--- src/rtl/pil_pkg.sv ---
`timescale 1ns/1ps
package pil_pkg;
   // Bypass select encoding, shared by register operands and condition codes.
   typedef enum logic [1:0] {
      BYP_RF       = 2'd0,
      BYP_EX_ALU   = 2'd1,
      BYP_MEM_ALU  = 2'd2,
      BYP_MEM_LOAD = 2'd3
   } byp_sel_e;

   localparam int unsigned BYP_W = 2;
endpackage

--- src/rtl/pil_src_match.sv ---
`timescale 1ns/1ps
// Resolves one operand (register or flags) against the execute and memory producers.
module pil_src_match
   import pil_pkg::*;
#(
   parameter int unsigned REG_W = 4
) (
   input  logic             rd_live,
   input  logic [REG_W-1:0] rd_reg,
   input  logic             ex_live,
   input  logic [REG_W-1:0] ex_dst,
   input  logic             ex_load,
   input  logic             mem_live,
   input  logic [REG_W-1:0] mem_dst,
   input  logic             mem_load,
   output byp_sel_e         sel,
   output logic             hazard
);

   if (REG_W < 1) begin : g_bad_width
      $error("pil_src_match: REG_W must be at least 1");
   end

   logic ex_hit;
   logic mem_hit;

   assign ex_hit  = rd_live && ex_live  && (ex_dst  == rd_reg);
   assign mem_hit = rd_live && mem_live && (mem_dst == rd_reg);

   // The youngest producer decides; a load in execute cannot forward yet.
   always_comb begin
      sel    = BYP_RF;
      hazard = 1'b0;
      if (ex_hit) begin
         if (ex_load) begin
            hazard = 1'b1;
         end else begin
            sel = BYP_EX_ALU;
         end
      end else if (mem_hit) begin
         sel = mem_load ? BYP_MEM_LOAD : BYP_MEM_ALU;
      end
   end

   always_comb begin : chk_sel
      if (sel == BYP_EX_ALU) begin
         assert_ex_sel_live_R1: assert (ex_live && !ex_load && rd_live)
            else $error("execute bypass without a live non-load producer");
      end
      if (hazard) begin
         assert_load_hazard_R2: assert (ex_load && ex_live && sel == BYP_RF)
            else $error("hazard without a load in execute");
      end
      if (sel == BYP_MEM_LOAD) begin
         assert_mem_load_sel_R3: assert (mem_live && mem_load && rd_live)
            else $error("memory load bypass without a live load");
      end
   end

endmodule

--- src/rtl/pil_stall_merge.sv ---
`timescale 1ns/1ps
// Merges per-operand hazards into the stage-control outputs.
module pil_stall_merge #(
   parameter int unsigned N_HAZ = 3
) (
   input  logic [N_HAZ-1:0] hazards,
   input  logic             id_valid,
   output logic             stall,
   output logic             bubble
);

   if (N_HAZ < 1) begin : g_bad_count
      $error("pil_stall_merge: N_HAZ must be at least 1");
   end

   assign stall  = |hazards;
   assign bubble = stall;

   always_comb begin : chk_stall
      if (stall) begin
         assert_stall_has_decode_R7: assert (id_valid)
            else $error("stall raised with an empty decode stage");
      end
   end

endmodule

--- src/rtl/pipe_interlock.sv ---
`timescale 1ns/1ps
module pipe_interlock
   import pil_pkg::*;
#(
   parameter int unsigned REG_W   = 4,
   parameter int unsigned NUM_SRC = 2
) (
   input  logic                     id_valid,
   input  logic [NUM_SRC-1:0]       id_src_use,
   input  logic [NUM_SRC*REG_W-1:0] id_src,
   input  logic                     id_cc_use,
   input  logic                     ex_valid,
   input  logic                     ex_wr_en,
   input  logic [REG_W-1:0]         ex_dst,
   input  logic                     ex_is_load,
   input  logic                     ex_cc_set,
   input  logic                     mem_valid,
   input  logic                     mem_wr_en,
   input  logic [REG_W-1:0]         mem_dst,
   input  logic                     mem_is_load,
   input  logic                     mem_cc_set,
   output logic                     stall_fd,
   output logic                     bubble_ex,
   output logic [2*NUM_SRC-1:0]     src_byp,
   output logic [1:0]               cc_byp
);

   localparam int unsigned N_HAZ    = NUM_SRC + 1;
   localparam int unsigned CC_SLOT  = NUM_SRC;

   if (REG_W < 1 || REG_W > 8) begin : g_bad_reg_w
      $error("pipe_interlock: REG_W out of range 1..8");
   end
   if (NUM_SRC < 1 || NUM_SRC > 4) begin : g_bad_num_src
      $error("pipe_interlock: NUM_SRC out of range 1..4");
   end

   logic             ex_reg_live;
   logic             mem_reg_live;
   logic             ex_cc_live;
   logic             mem_cc_live;
   logic [N_HAZ-1:0] hazards;
   byp_sel_e         src_sel [NUM_SRC];
   byp_sel_e         cc_sel;

   assign ex_reg_live  = ex_valid  && ex_wr_en;
   assign mem_reg_live = mem_valid && mem_wr_en;
   assign ex_cc_live   = ex_valid  && ex_cc_set;
   assign mem_cc_live  = mem_valid && mem_cc_set;

   for (genvar i = 0; i < NUM_SRC; i++) begin : g_src
      logic rd_live;
      assign rd_live = id_valid && id_src_use[i];

      pil_src_match #(
         .REG_W (REG_W)
      ) u_match (
         .rd_live  (rd_live),
         .rd_reg   (id_src[i*REG_W +: REG_W]),
         .ex_live  (ex_reg_live),
         .ex_dst   (ex_dst),
         .ex_load  (ex_is_load),
         .mem_live (mem_reg_live),
         .mem_dst  (mem_dst),
         .mem_load (mem_is_load),
         .sel      (src_sel[i]),
         .hazard   (hazards[i])
      );

      assign src_byp[i*BYP_W +: BYP_W] = src_sel[i];

      always_comb begin : chk_young
         if (id_valid && id_src_use[i] && ex_valid && ex_wr_en &&
             ex_dst == id_src[i*REG_W +: REG_W]) begin
            assert_younger_wins_R5: assert (src_sel[i] == BYP_EX_ALU || stall_fd)
               else $error("older producer chosen over execute");
         end
      end
   end

   // Flags behave as a single one-bit register that every setter writes.
   logic cc_rd_live;
   assign cc_rd_live = id_valid && id_cc_use;

   pil_src_match #(
      .REG_W (1)
   ) u_cc_match (
      .rd_live  (cc_rd_live),
      .rd_reg   (1'b0),
      .ex_live  (ex_cc_live),
      .ex_dst   (1'b0),
      .ex_load  (ex_is_load),
      .mem_live (mem_cc_live),
      .mem_dst  (1'b0),
      .mem_load (mem_is_load),
      .sel      (cc_sel),
      .hazard   (hazards[CC_SLOT])
   );

   assign cc_byp = cc_sel;

   pil_stall_merge #(
      .N_HAZ (N_HAZ)
   ) u_merge (
      .hazards  (hazards),
      .id_valid (id_valid),
      .stall    (stall_fd),
      .bubble   (bubble_ex)
   );

   always_comb begin : chk_cc
      if (cc_byp != 2'd0) begin
         assert_cc_needs_reader_R8: assert (id_valid && id_cc_use)
            else $error("flag bypass without a flag reader");
      end
   end

endmodule

--- config.mk ---
export PLATFORM = sky130hd
export DESIGN_NAME = pipe_interlock
export DESIGN_NICKNAME = d
export VERILOG_FILES = /design/src/rtl/pil_pkg.sv /design/src/rtl/pil_src_match.sv /design/src/rtl/pil_stall_merge.sv /design/src/rtl/pipe_interlock.sv
export SDC_FILE = /design/constraint.sdc
export NUM_CORES = 1
export LEC_CHECK = 0
export ABC_CLOCK_PERIOD_IN_PS = 2250
export BUFFER_PORTS_ARGS = -buffer_cell sky130_fd_sc_hd__buf_2
export CORE_AREA = 2 2 39 41
export DETAILED_ROUTE_END_ITERATION = 6
export DIE_AREA = 0 0 41 43
export PLACE_DENSITY_LB_ADDON = 0.25
export SYNTH_ARGS = -nofsm -noshare
export SYNTH_HDL_FRONTEND = slang
export SYNTH_SLANG_ARGS = --single-unit
export TNS_END_PERCENT = 30
--- constraint.sdc ---
create_clock -name vclk -period 2.25
set_clock_uncertainty 0.15 [all_clocks]
set_input_delay 0.225 -clock vclk [all_inputs]
set_output_delay 0.225 -clock vclk [all_outputs]
set_load 0.02 [all_outputs]
==> impl_metrics.tcl <==
set metrics [dict create \
    critPathCaptureType "output port" \
    postSynthNetCount 70 \
    status "complete, no violations" \
    io_pins 36 \
    die_width_um 41 \
    ys_seq_area_share_pct 0 \
    flops_and_latches 0 \
    grt_pass1_vias 336 \
    insertedDiodeCount 0 \
    required_ns 1.88 \
    area_growth_pct 65.0 \
    drc 0 \
    dieArea_sq_um 1760 \
    fin_tns_setup_ns 0 \
    ctsHoldBuffers 0 \
    dr.first_iter.drc_count 4 \
    num-clock-buffers 0 \
    initial_utilization_pct 21.4 \
    hpwl_um 820 \
    die_y_um 43 \
    synthCells 42 \
    antenna_found_initial 0 \
    grt_start_max_net_pins 6 \
    powerDensity_nw_per_um2 153 \
    core_area_sq_um 1380 \
    yosysMostFrequentCell "xnor2_1" \
    port-buffer-count 36 \
    combinationalPowerShare_pct 100.0 \
    wl_per_cell_um 9.49 \
    synth_area_leader_cell "xnor2_1" \
    row_count 14 \
    final-hold-violation-count 0 \
    slew-limit-headroom_pct 83.0 \
    worst_pin_slew_ns 0.252 \
    fin_nets 107 \
    synth_area_sq_um 297 \
    period_needed_ns 1.63 \
    postCtsSetupBuffers 0 \
    synth.distinct_cells 15 \
    leakage_nw 0.233 \
    drive_gt1_share_pct 49.4 \
    hold_slack_ns 0.607 \
    fmax_mhz 613 \
    p_seq_share_pct 0 \
    synth_top_area_share_pct 29.5 \
    ys_top_cells_by_count "10 x xnor2_1, 6 x nand4_1, 6 x xor2_1" \
    grt_usage_pct 9.29 \
    min_path_type "in2out" \
    switchingPower_mw 0.0366 \
    gp_congestion 0.691 \
    cap_violations 0 \
    period_share_pct 72.4 \
    cts_resized 0 \
    whs_path_depth 3 \
    viasPerCell 4.47 \
    yosys_warnings 0 \
    crit_path_start_kind "input pin" \
    seq_area_sq_um 0 \
    wirelength_um 883 \
    p_int_mw 0.0384 \
    ir_worst_vdd_v 0.0000468 \
    ant_nets 0 \
    synth_area_per_cell_sq_um 7.06 \
    num_vias 416 \
    fillers 150 \
    switching_share_pct 48.9 \
    dr.pass1.iters 4 \
    overflow 0 \
    timing.critical_path.arrival_ns 1.26 \
    finalMaxSlewViolations 0 \
    path_max_fanout 2 \
    grt_pass1_wl_mm 1.24 \
    crit_type "in2out" \
    rsz0062_at_grt "false" \
    setup_violations 0 \
    clkPwrFrac_pct 0 \
    synth.top_cells.by_area "xnor2_1 30%, xor2_1 18%, nand4_1 13%" \
]
==> cells by family after synthesis <==
family | Yosys count | share of synthesized area [%]
XOR/XNOR | 16 | 47.3
buffers and inverters | 2 | 3.80
AO/OA/AOI/OAI | 8 | 16.9
AND/OR/NAND/NOR | 16 | 32.1
==> placed cells by master, fill, tap and decap left out <==
master / Yosys / final
nor4_1: 1 / 1
o21ai_0: 4 / 4
a21oi_1: 1 / 1
o2bb2ai_1: 2 / 2
xor2_1: 6 / 6
nand4_1: 6 / 6
nand2_1: 1 / 1
nand3_2: 1 / 1
nand3_1: 2 / 2
buf_2: 0 / 36
inv_1: 1 / 1
nor4_2: 1 / 1
o21a_1: 1 / 1
nor2_1: 4 / 4
xnor2_1: 10 / 10
==> area by class of cell <==
cell class	instances	area, sq um	share of cell area (%)
tap	16	20.0	4.09
multi-input combinational	40	285	58.3
timing repair buffer	36	180	36.8
inverter	1	3.75	0.767
==> through the flow <==
step	total power, mW	std cells	util [%]	instance area [sq um]	worst slack, ns
6_report	0.0750	93	35.4	489	0.620
3_5_place_dp	0.0755	93	35.4	489	0.635
5_1_grt	0.0825	93	35.4	489	0.481
3_3_place_gp	0.0752	93	35.4	489	0.640
4_1_cts	0.0758	93	35.4	489	0.628
2_1_floorplan	0.0338	42	-	297	0.775
==> critical path, stage by stage <==
cell and delay (ns):
buf_2 0.12, xor2_1 0.15, nor4_1 0.29, nand3_1 0.14
o2bb2ai_1 0.15, buf_2 0.18
==> power groups by stage <==
stage	combinational, mW	sequential, mW	clock, mW
detailed placement	0.0755	0	0
finish	0.0750	0	0
floorplan	0.0338	0	0
global route	0.0825	0	0
global placement	0.0752	0	0
CTS	0.0758	0	0
==> worst paths after layout <==
| path | start | to | slack [ns] |
|---|---|---|---|
| hold / removal | ex_cc_set | cc_byp[1] | 0.61 |
| setup / recovery | id_src[4] | src_byp[2] | 0.62 |
==> per-layer routing <==
layer,up-vias,share of wire (%),track usage [%]
li1,223,-,-
met1,168,42,11.7
met2,25,45,17.2
met3,0,13,0.524
met4,0,0,0
met5,-,0,0
(Power assumes the default switching activity.)
